File: config.mk
export PLATFORM = sky130hd
export DESIGN_NAME = strseq_top
export DESIGN_NICKNAME = d
export VERILOG_FILES = /design/src/rtl/strseq_pkg.sv /design/src/rtl/strseq_launch.sv /design/src/rtl/strseq_lane.sv /design/src/rtl/strseq_cursor.sv /design/src/rtl/strseq_top.sv
export SDC_FILE = /design/constraint.sdc
export NUM_CORES = 1
export LEC_CHECK = 0
export ABC_AREA = 1
export BUFFER_PORTS_ARGS = -buffer_cell sky130_fd_sc_hd__buf_2
export CAP_MARGIN = 20
export CORE_ASPECT_RATIO = 1.25
export CORE_MARGIN = 1.5
export CORE_UTILIZATION = 45
export CTS_BUF_LIST = sky130_fd_sc_hd__clkbuf_4 sky130_fd_sc_hd__clkbuf_8 sky130_fd_sc_hd__clkbuf_16
export CTS_CLUSTER_SIZE = 24
export DETAILED_ROUTE_END_ITERATION = 8
export PLACE_DENSITY = 0.78
export RECOVER_POWER = 25
export SYNTH_ARGS = -nofsm -noshare
export SYNTH_HDL_FRONTEND = slang
export SYNTH_SLANG_ARGS = --single-unit
File: constraint.sdc
create_clock -name clk -period 1.35 [get_ports clk]
set_input_delay 0.0675 -clock clk [delete_from_list [all_inputs] [get_ports clk]]
set_output_delay 0.0675 -clock clk [all_outputs]
set_load 0.01 [all_outputs]
File: src/rtl/strseq_pkg.sv
package strseq_pkg;

   // Encoded phase of the sequencer; kept as a type so the cursor reads clearly.
   typedef enum logic {
      PH_IDLE = 1'b0,
      PH_RUN  = 1'b1
   } strseq_phase_e;

   // Number of bytes packed into one source register.
   function automatic int lanes_of(input int reg_w, input int byte_w);
      return reg_w / byte_w;
   endfunction

   // Index width that is never zero.
   function automatic int idx_w(input int depth);
      return (depth > 1) ? $clog2(depth) : 1;
   endfunction

endpackage

File: src/rtl/strseq_launch.sv
module strseq_launch
   import strseq_pkg::*;
#(
   parameter int ADDR_W = 32,
   parameter int RIDX_W = 5,
   parameter int CNT_W  = 5
) (
   input  logic              start_i,
   input  logic              busy_i,
   input  logic [RIDX_W-1:0] base_reg_i,
   input  logic [ADDR_W-1:0] base_val_i,
   input  logic [CNT_W-1:0]  count_i,
   output logic              load_o,
   output logic [ADDR_W-1:0] first_addr_o,
   output logic [CNT_W:0]    total_o
);

   localparam logic [CNT_W:0] MAX_RUN = {1'b1, {CNT_W{1'b0}}};

   if (CNT_W < 1) begin : g_bad_cnt
      $error("strseq_launch: CNT_W must be at least 1");
   end

   // Only an idle sequencer takes a request; a pulse during a run is dropped.
   assign load_o = start_i & ~busy_i;

   // Register zero in the base field means an absolute address of zero.
   always_comb begin
      if (base_reg_i == '0) first_addr_o = '0;
      else                  first_addr_o = base_val_i;
   end

   // A zero immediate stands for the largest run the field can name.
   always_comb begin
      if (count_i == '0) total_o = MAX_RUN;
      else               total_o = {1'b0, count_i};
   end

endmodule

File: src/rtl/strseq_lane.sv
module strseq_lane
   import strseq_pkg::*;
#(
   parameter int REG_W     = 32,
   parameter int BYTE_W    = 8,
   parameter int MEM_LANES = 4,
   parameter bit MSB_FIRST = 1'b1,
   localparam int LANES    = REG_W / BYTE_W,
   localparam int LANE_W   = (LANES > 1) ? $clog2(LANES) : 1,
   localparam int SEL_W    = (MEM_LANES > 1) ? $clog2(MEM_LANES) : 1
) (
   input  logic              valid_i,
   input  logic [REG_W-1:0]  rdata_i,
   input  logic [LANE_W-1:0] lane_i,
   input  logic [SEL_W-1:0]  addr_lo_i,
   output logic [BYTE_W-1:0] byte_o,
   output logic [MEM_LANES-1:0] strb_o
);

   if (REG_W % BYTE_W != 0) begin : g_bad_ratio
      $error("strseq_lane: REG_W must be a multiple of BYTE_W");
   end
   if (MEM_LANES < 1) begin : g_bad_mem
      $error("strseq_lane: MEM_LANES must be at least 1");
   end

   // Byte pick: order chosen at elaboration.
   if (MSB_FIRST) begin : g_msb
      always_comb begin
         byte_o = rdata_i[REG_W-1 - int'(lane_i)*BYTE_W -: BYTE_W];
      end
   end else begin : g_lsb
      always_comb begin
         byte_o = rdata_i[int'(lane_i)*BYTE_W +: BYTE_W];
      end
   end

   // Lane strobe: one bit per memory byte lane, keyed by low address bits.
   if (MEM_LANES == 1) begin : g_strb_one
      assign strb_o = valid_i;
      logic unused_lo;
      assign unused_lo = ^addr_lo_i;
   end else begin : g_strb_many
      for (genvar k = 0; k < MEM_LANES; k++) begin : g_bit
         assign strb_o[k] = valid_i & (addr_lo_i == SEL_W'(k));
      end
   end

   always_comb begin
      if (valid_i) begin
         assert_strb_onehot_R7 : assert ($countones(strb_o) == 1)
            else $error("strobe not one-hot while valid");
      end else begin
         assert_strb_idle_R7 : assert (strb_o == '0)
            else $error("strobe active while not valid");
      end
   end

endmodule

File: src/rtl/strseq_cursor.sv
module strseq_cursor
   import strseq_pkg::*;
#(
   parameter int ADDR_W   = 32,
   parameter int NUM_REGS = 32,
   parameter int LANES    = 4,
   parameter int CNT_W    = 5,
   localparam int RIDX_W  = idx_w(NUM_REGS),
   localparam int LANE_W  = idx_w(LANES)
) (
   input  logic              clk,
   input  logic              rst,
   input  logic              load_i,
   input  logic              start_i,
   input  logic [RIDX_W-1:0] src_reg_i,
   input  logic [ADDR_W-1:0] first_addr_i,
   input  logic [CNT_W:0]    total_i,
   input  logic              ready_i,
   output logic              busy_o,
   output logic              done_o,
   output logic [ADDR_W-1:0] addr_o,
   output logic [RIDX_W-1:0] reg_o,
   output logic [LANE_W-1:0] lane_o
);

   localparam logic [CNT_W:0]    ONE_LEFT = {{CNT_W{1'b0}}, 1'b1};
   localparam logic [LANE_W-1:0] LAST_LN  = LANE_W'(LANES - 1);
   localparam logic [RIDX_W-1:0] LAST_RG  = RIDX_W'(NUM_REGS - 1);

   if (NUM_REGS < 2) begin : g_bad_regs
      $error("strseq_cursor: NUM_REGS must be at least 2");
   end
   if (LANES < 1) begin : g_bad_lanes
      $error("strseq_cursor: LANES must be at least 1");
   end

   strseq_phase_e     phase_q;
   logic [ADDR_W-1:0] addr_q;
   logic [CNT_W:0]    left_q;
   logic [RIDX_W-1:0] reg_q;
   logic [LANE_W-1:0] lane_q;
   logic              done_q;

   logic accept, final_beat, reg_step;

   assign accept     = (phase_q == PH_RUN) & ready_i;
   assign final_beat = accept & (left_q == ONE_LEFT);
   assign reg_step   = accept & (lane_q == LAST_LN);

   // Next register number, wrapping modulo NUM_REGS.
   logic [RIDX_W-1:0] reg_nxt;
   if ((1 << RIDX_W) == NUM_REGS) begin : g_wrap_pow2
      assign reg_nxt = reg_q + 1'b1;
   end else begin : g_wrap_cmp
      assign reg_nxt = (reg_q == LAST_RG) ? '0 : reg_q + 1'b1;
   end

   always_ff @(posedge clk) begin
      if (rst) begin
         phase_q <= PH_IDLE;
         addr_q  <= '0;
         left_q  <= '0;
         reg_q   <= '0;
         lane_q  <= '0;
         done_q  <= 1'b0;
      end else begin
         done_q <= final_beat;
         if (load_i) begin
            phase_q <= PH_RUN;
            addr_q  <= first_addr_i;
            left_q  <= total_i;
            reg_q   <= src_reg_i;
            lane_q  <= '0;
         end else if (accept) begin
            addr_q <= addr_q + 1'b1;
            left_q <= left_q - 1'b1;
            if (final_beat) phase_q <= PH_IDLE;
            if (reg_step) begin
               lane_q <= '0;
               reg_q  <= reg_nxt;
            end else begin
               lane_q <= lane_q + 1'b1;
            end
         end
      end
   end

   assign busy_o = (phase_q == PH_RUN);
   assign done_o = done_q;
   assign addr_o = addr_q;
   assign reg_o  = reg_q;
   assign lane_o = lane_q;

   // Stalled beat keeps every piece of progress where it was.
   assert_stall_hold_R6 : assert property (@(posedge clk) disable iff (rst)
      (busy_o && !ready_i) |=> ($stable(addr_q) && $stable(left_q) &&
                                $stable(reg_q) && $stable(lane_q) && busy_o))
      else $error("state moved during stall");

   // Each accepted beat moves the address up by one.
   assert_addr_step_R3 : assert property (@(posedge clk) disable iff (rst)
      (busy_o && ready_i && !final_beat) |=> (addr_q == $past(addr_q) + 1'b1))
      else $error("address did not step by one");

   // Register number wraps to zero after the top register is used up.
   assert_reg_wrap_R5 : assert property (@(posedge clk) disable iff (rst)
      (reg_step && !final_beat && reg_q == LAST_RG) |=> (reg_q == '0))
      else $error("register number failed to wrap");

   // A request during a run leaves the remaining count alone.
   assert_ignore_start_R8 : assert property (@(posedge clk) disable iff (rst)
      (busy_o && start_i && !ready_i) |=> $stable(left_q))
      else $error("start during run disturbed count");

   // Completion pulse lasts one cycle and follows the run.
   assert_done_pulse_R9 : assert property (@(posedge clk) disable iff (rst)
      done_o |-> (!busy_o && $past(busy_o)) ##0 1'b1)
      else $error("done without preceding run end");
   assert_done_once_R9 : assert property (@(posedge clk) disable iff (rst)
      done_o |=> !done_o)
      else $error("done longer than one cycle");

   // Reset leaves the block idle.
   assert_reset_idle_R10 : assert property (@(posedge clk)
      rst |=> (!busy_o && !done_o))
      else $error("not idle after reset");

endmodule

File: src/rtl/strseq_top.sv
module strseq_top
   import strseq_pkg::*;
#(
   parameter int ADDR_W    = 32,
   parameter int REG_W     = 32,
   parameter int BYTE_W    = 8,
   parameter int NUM_REGS  = 32,
   parameter int CNT_W     = 5,
   parameter int MEM_LANES = 4,
   parameter bit MSB_FIRST = 1'b1,
   localparam int RIDX_W   = idx_w(NUM_REGS),
   localparam int LANES    = lanes_of(REG_W, BYTE_W),
   localparam int LANE_W   = idx_w(LANES),
   localparam int SEL_W    = idx_w(MEM_LANES)
) (
   input  logic                 clk,
   input  logic                 rst,
   input  logic                 start_i,
   input  logic [RIDX_W-1:0]    src_reg_i,
   input  logic [RIDX_W-1:0]    base_reg_i,
   input  logic [ADDR_W-1:0]    base_val_i,
   input  logic [CNT_W-1:0]     count_i,
   output logic [RIDX_W-1:0]    rf_raddr_o,
   input  logic [REG_W-1:0]     rf_rdata_i,
   output logic                 wr_valid_o,
   input  logic                 wr_ready_i,
   output logic [ADDR_W-1:0]    wr_addr_o,
   output logic [BYTE_W-1:0]    wr_data_o,
   output logic [MEM_LANES-1:0] wr_strb_o,
   output logic                 busy_o,
   output logic                 done_o
);

   if (ADDR_W < SEL_W) begin : g_bad_addr
      $error("strseq_top: ADDR_W too small for MEM_LANES");
   end

   logic              load;
   logic [ADDR_W-1:0] first_addr;
   logic [CNT_W:0]    total;
   logic              busy;
   logic [LANE_W-1:0] lane;

   strseq_launch #(
      .ADDR_W (ADDR_W),
      .RIDX_W (RIDX_W),
      .CNT_W  (CNT_W)
   ) u_launch (
      .start_i      (start_i),
      .busy_i       (busy),
      .base_reg_i   (base_reg_i),
      .base_val_i   (base_val_i),
      .count_i      (count_i),
      .load_o       (load),
      .first_addr_o (first_addr),
      .total_o      (total)
   );

   strseq_cursor #(
      .ADDR_W   (ADDR_W),
      .NUM_REGS (NUM_REGS),
      .LANES    (LANES),
      .CNT_W    (CNT_W)
   ) u_cursor (
      .clk          (clk),
      .rst          (rst),
      .load_i       (load),
      .start_i      (start_i),
      .src_reg_i    (src_reg_i),
      .first_addr_i (first_addr),
      .total_i      (total),
      .ready_i      (wr_ready_i),
      .busy_o       (busy),
      .done_o       (done_o),
      .addr_o       (wr_addr_o),
      .reg_o        (rf_raddr_o),
      .lane_o       (lane)
   );

   strseq_lane #(
      .REG_W     (REG_W),
      .BYTE_W    (BYTE_W),
      .MEM_LANES (MEM_LANES),
      .MSB_FIRST (MSB_FIRST)
   ) u_lane (
      .valid_i   (busy),
      .rdata_i   (rf_rdata_i),
      .lane_i    (lane),
      .addr_lo_i (wr_addr_o[SEL_W-1:0]),
      .byte_o    (wr_data_o),
      .strb_o    (wr_strb_o)
   );

   assign busy_o     = busy;
   assign wr_valid_o = busy;

   // Outputs of a stalled beat stay put until taken.
   assert_hold_outputs_R6 : assert property (@(posedge clk) disable iff (rst)
      (wr_valid_o && !wr_ready_i) |=>
         (wr_valid_o && $stable(wr_addr_o) && $stable(wr_strb_o) && $stable(rf_raddr_o)))
      else $error("write beat changed before acceptance");

   // An accepted request opens a run on the next cycle.
   assert_run_opens_R11 : assert property (@(posedge clk) disable iff (rst)
      (start_i && !busy_o) |=> (busy_o && wr_valid_o))
      else $error("run did not open after start");

endmodule

==> impl_metrics.csv <==
group,metric,value,unit
run_status,status,"finished, violations left",
run_status,violations,"negative setup slack",
die,ioPinCount,135,
layout,nets,824,
critical_path,path_cells,"ha_4 > nand2_4 > nor2_4 > nand2_2 > nor2_4 > nand2_1 > nand2_1 > nand3_1 > nand2_1 > a21oi_1",
placement,gp_congestion,0.9453,
die,coreArea,0.007313,sq mm
yosys,ys_seq_area_frac,0.2791,
global_route,grt_pass1_vias,4252,
timing,whs,0.01319,ns
critical_path,cp-end-kind,"flip-flop",
layout,final_common_cell,"buf_2",
layout,area_delta_synth_final,49.74,%
drt,drt_pre_antenna_iters,4,
critical_path,start_kind,"flip-flop",
global_route,grt_pass1_wl,19220,microns
yosys,netlist_area,0.003371,sq mm
yosys,synth_top_area_cell,"dfxtp_1",
die,fp.dieArea,0.008022,sq mm
timing,fin_setup_tns,-1.282,ns
timing,finClkSkew,0.004527,ns
job,drv_cap,0,
critical_path,slowest_stage,"dfxtp_4",
layout,nFillCells,637,
clock_tree,clock_latency,0.31,ns
drt,routed_via_density,5.498,
drt,wire_per_inst,15.00,microns
global_route,grt_antenna_before_repair,0,
timing,setup_ws,-0.1006,ns
clock_tree,h-tree-depth,2,
drt,first_iter_violations,276,
yosys,ys_ff_latch,47,
clock_tree,cts_root_buf,"clkbuf_8",
clock_tree,cts.sinks,47,
global_route,grt_max_degree,23,
placement,dp_cells,806,
timing,worstMarginPinSlew,0.3107,ns
timing,slew_violations,0,
critical_path,crit_arrival,1.64,ns
clock_tree,hold_buffers,0,
drt,vias,4536,
placement,portBuffers,134,
die,die_w,80.41,microns
critical_path,cp_data_required_time,1.54,ns
global_route,grtUsageTotal,0.3007,
yosys,synth.distinct_cells,37,
yosys,yosysTopAreaCellShare,0.2791,
timing,rsz0062_at_grt,"yes",
yosys,avgSynthCellArea,6.242,sq um
clock_tree,cts_buffers,5,
yosys,synth.net_count,631,
clock_tree,cts_buffer_depth,2,
critical_path,path_common_cell,"nand2_1",
die,start_util,0.4609,
critical_path,critical-path-max-stage-delay,0.38,ns
layout,final_cell_mix,"133 x buf_2, 128 x nand2_1, 66 x buf_4",
pwr,ir_worst_vdd,0.0004677,V
pwr,p_leak,0.002338,uW
pwr,power.density,751.3,mW/mm^2
critical_path,path_delay_family,"simple AND/OR/NAND/NOR gates",
die,die_h,99.77,microns
timing,finalSetupViolations,28,
timing,finalHoldViolations,0,
global_route,overflow,0,
layout,final_layout_size_suffix_gt1_frac,0.4297,
critical_path,crit_fanout,5,
timing,slew_headroom,0.7912,
clock_tree,cts_tree,"yes",
timing,fin_crit,1.451,ns
yosys,synthCells,540,
hold_path,hp-class,"in2reg",
layout,instances_no_fill,825,
clock_tree,path_clk_slew,0.09,ns
placement,dp_hpwl,8961,microns
timing,finalCritPeriodShare,1.074,
layout,insertedDiodeCount,0,
drt,wl,12370,microns
timing,clock.fmax,689.4,MHz
critical_path,critical_path_buf_inv_count,0,
drt,ant_nets,0,
critical_path,crit_type,"reg2reg",
die,num_rows,35,
yosys,yosys-top-cells-area,"dfxtp_1 28%, nand2_1 15%, nor2_1 7.1%, a21oi_1 6.5%, o21ai_0 6.4%",
yosys,ys_warn_count,0,
drt,drc,0,
-- worst register-to-register path, delay by kind of cell, from the launching register on --
family / cells / cell delay [ns]
AOI/OAI and AO/OA: 1 / 0.06
adders and majority gates: 1 / 0.15
DFF: 1 / 0.38
and+or+nand+nor: 8 / 0.75
-- per-layer routing --
layer  routed length, microns  up-vias  GRT usage
li1                         -     2187          -
met1                     4851     2096     0.3480
met2                     6271      214     0.5398
met3                      821       39    0.04220
met4                      427        0     0.1313
met5                        0        -          0
-- sequential cells by signal (all words and copies together) (netlist names) --
signal / cells
u_cursor.done_o: 1
u_cursor.busy_o: 1
u_cursor.left_q: 6
u_cursor.lane_o: 2
u_cursor.reg_o: 5
u_cursor.addr_o: 32
-- final timing paths --
kind                      start                   to  slack [ns]  cells after the start
max reg2reg  u_cursor.addr_o[1]  u_cursor.addr_o[20]       -0.10                     10
max          u_cursor.addr_o[1]  u_cursor.addr_o[20]       -0.10                     10
min               base_val_i[1]   u_cursor.addr_o[1]        0.01                      3
min reg2reg  u_cursor.left_q[0]   u_cursor.left_q[0]        0.50                      2
-- metrics by stage --
step / area, sq um / setup WS, ns / util / power, uW
after global routing: 5047 / -0.2146 / 0.6902 / 3979
final: 5047 / -0.1006 / 0.6902 / 3792
after global placement: 4564 / -0.1056 / 0.6241 / 2751
after CTS: 4826 / -0.07290 / 0.6599 / 3703
after floorplan: 3396 / -0.01835 / - / 2228
after detailed placement: 4564 / -0.1430 / 0.6241 / 2790
-- cell usage after synthesis --
library cell and number:
nand2_4 2, or2_2 3, nor2_2 2, nor2_4 7
ha_1 8, buf_2 8, a21oi_1 44, nand2_2 2
dfxtp_1 47, o21bai_1 1, o221ai_1 2, a22oi_1 2
o211ai_1 8, o21ai_0 43, nand3b_1 4, inv_1 50
o31ai_1 2, buf_6 3, o22ai_1 8, nor2_1 64
buf_4 3, nand3_1 39, clkbuf_2 1, nor4_2 1
nand4_1 1, inv_2 3, nor2_8 1, xnor2_1 2
nor3_1 9, a211oi_1 10, clkbuf_1 9, nor4_1 2
a31oi_1 11, o21ai_1 1, xor2_1 1, nand2_1 135
and2_1 1
-- power by group --
group	switching (uW)	leakage [uW]	internal [uW]	total, uW
clock network	506	0.0000452	399	905
logic	668	0.00189	576	1240
registers	137	0.000399	1510	1640
-- cell families (layout without fill, tap and decap cells) --
logic type | count (synthesis) | after routing | synth area share
buf+inv | 77 | 270 | 0.09911
compound gates | 132 | 132 | 0.2223
flops | 47 | 47 | 0.2791
fa+ha+maj | 8 | 8 | 0.02970
xor+xnor | 3 | 3 | 0.007797
simple gates | 273 | 273 | 0.3619
-- cell type report --
cell class	count	area [sq um]	share of cell area
Multi-Input combinational cell	416	2323	0.4603
Timing Repair Buffer	210	1330	0.2635
Sequential cell	47	989.7	0.1961
Inverter	53	205.2	0.04065
Tap cell	92	115.1	0.02281
Clock buffer	7	83.83	0.01661
-- repair_timing --
item                       CTS  global route
gates cloned                 0             1
setup endpoints to repair   47            48
pin swaps                   17            12
setup buffers                7             4
resized for setup           55            60
(Power assumes the default switching activity.)
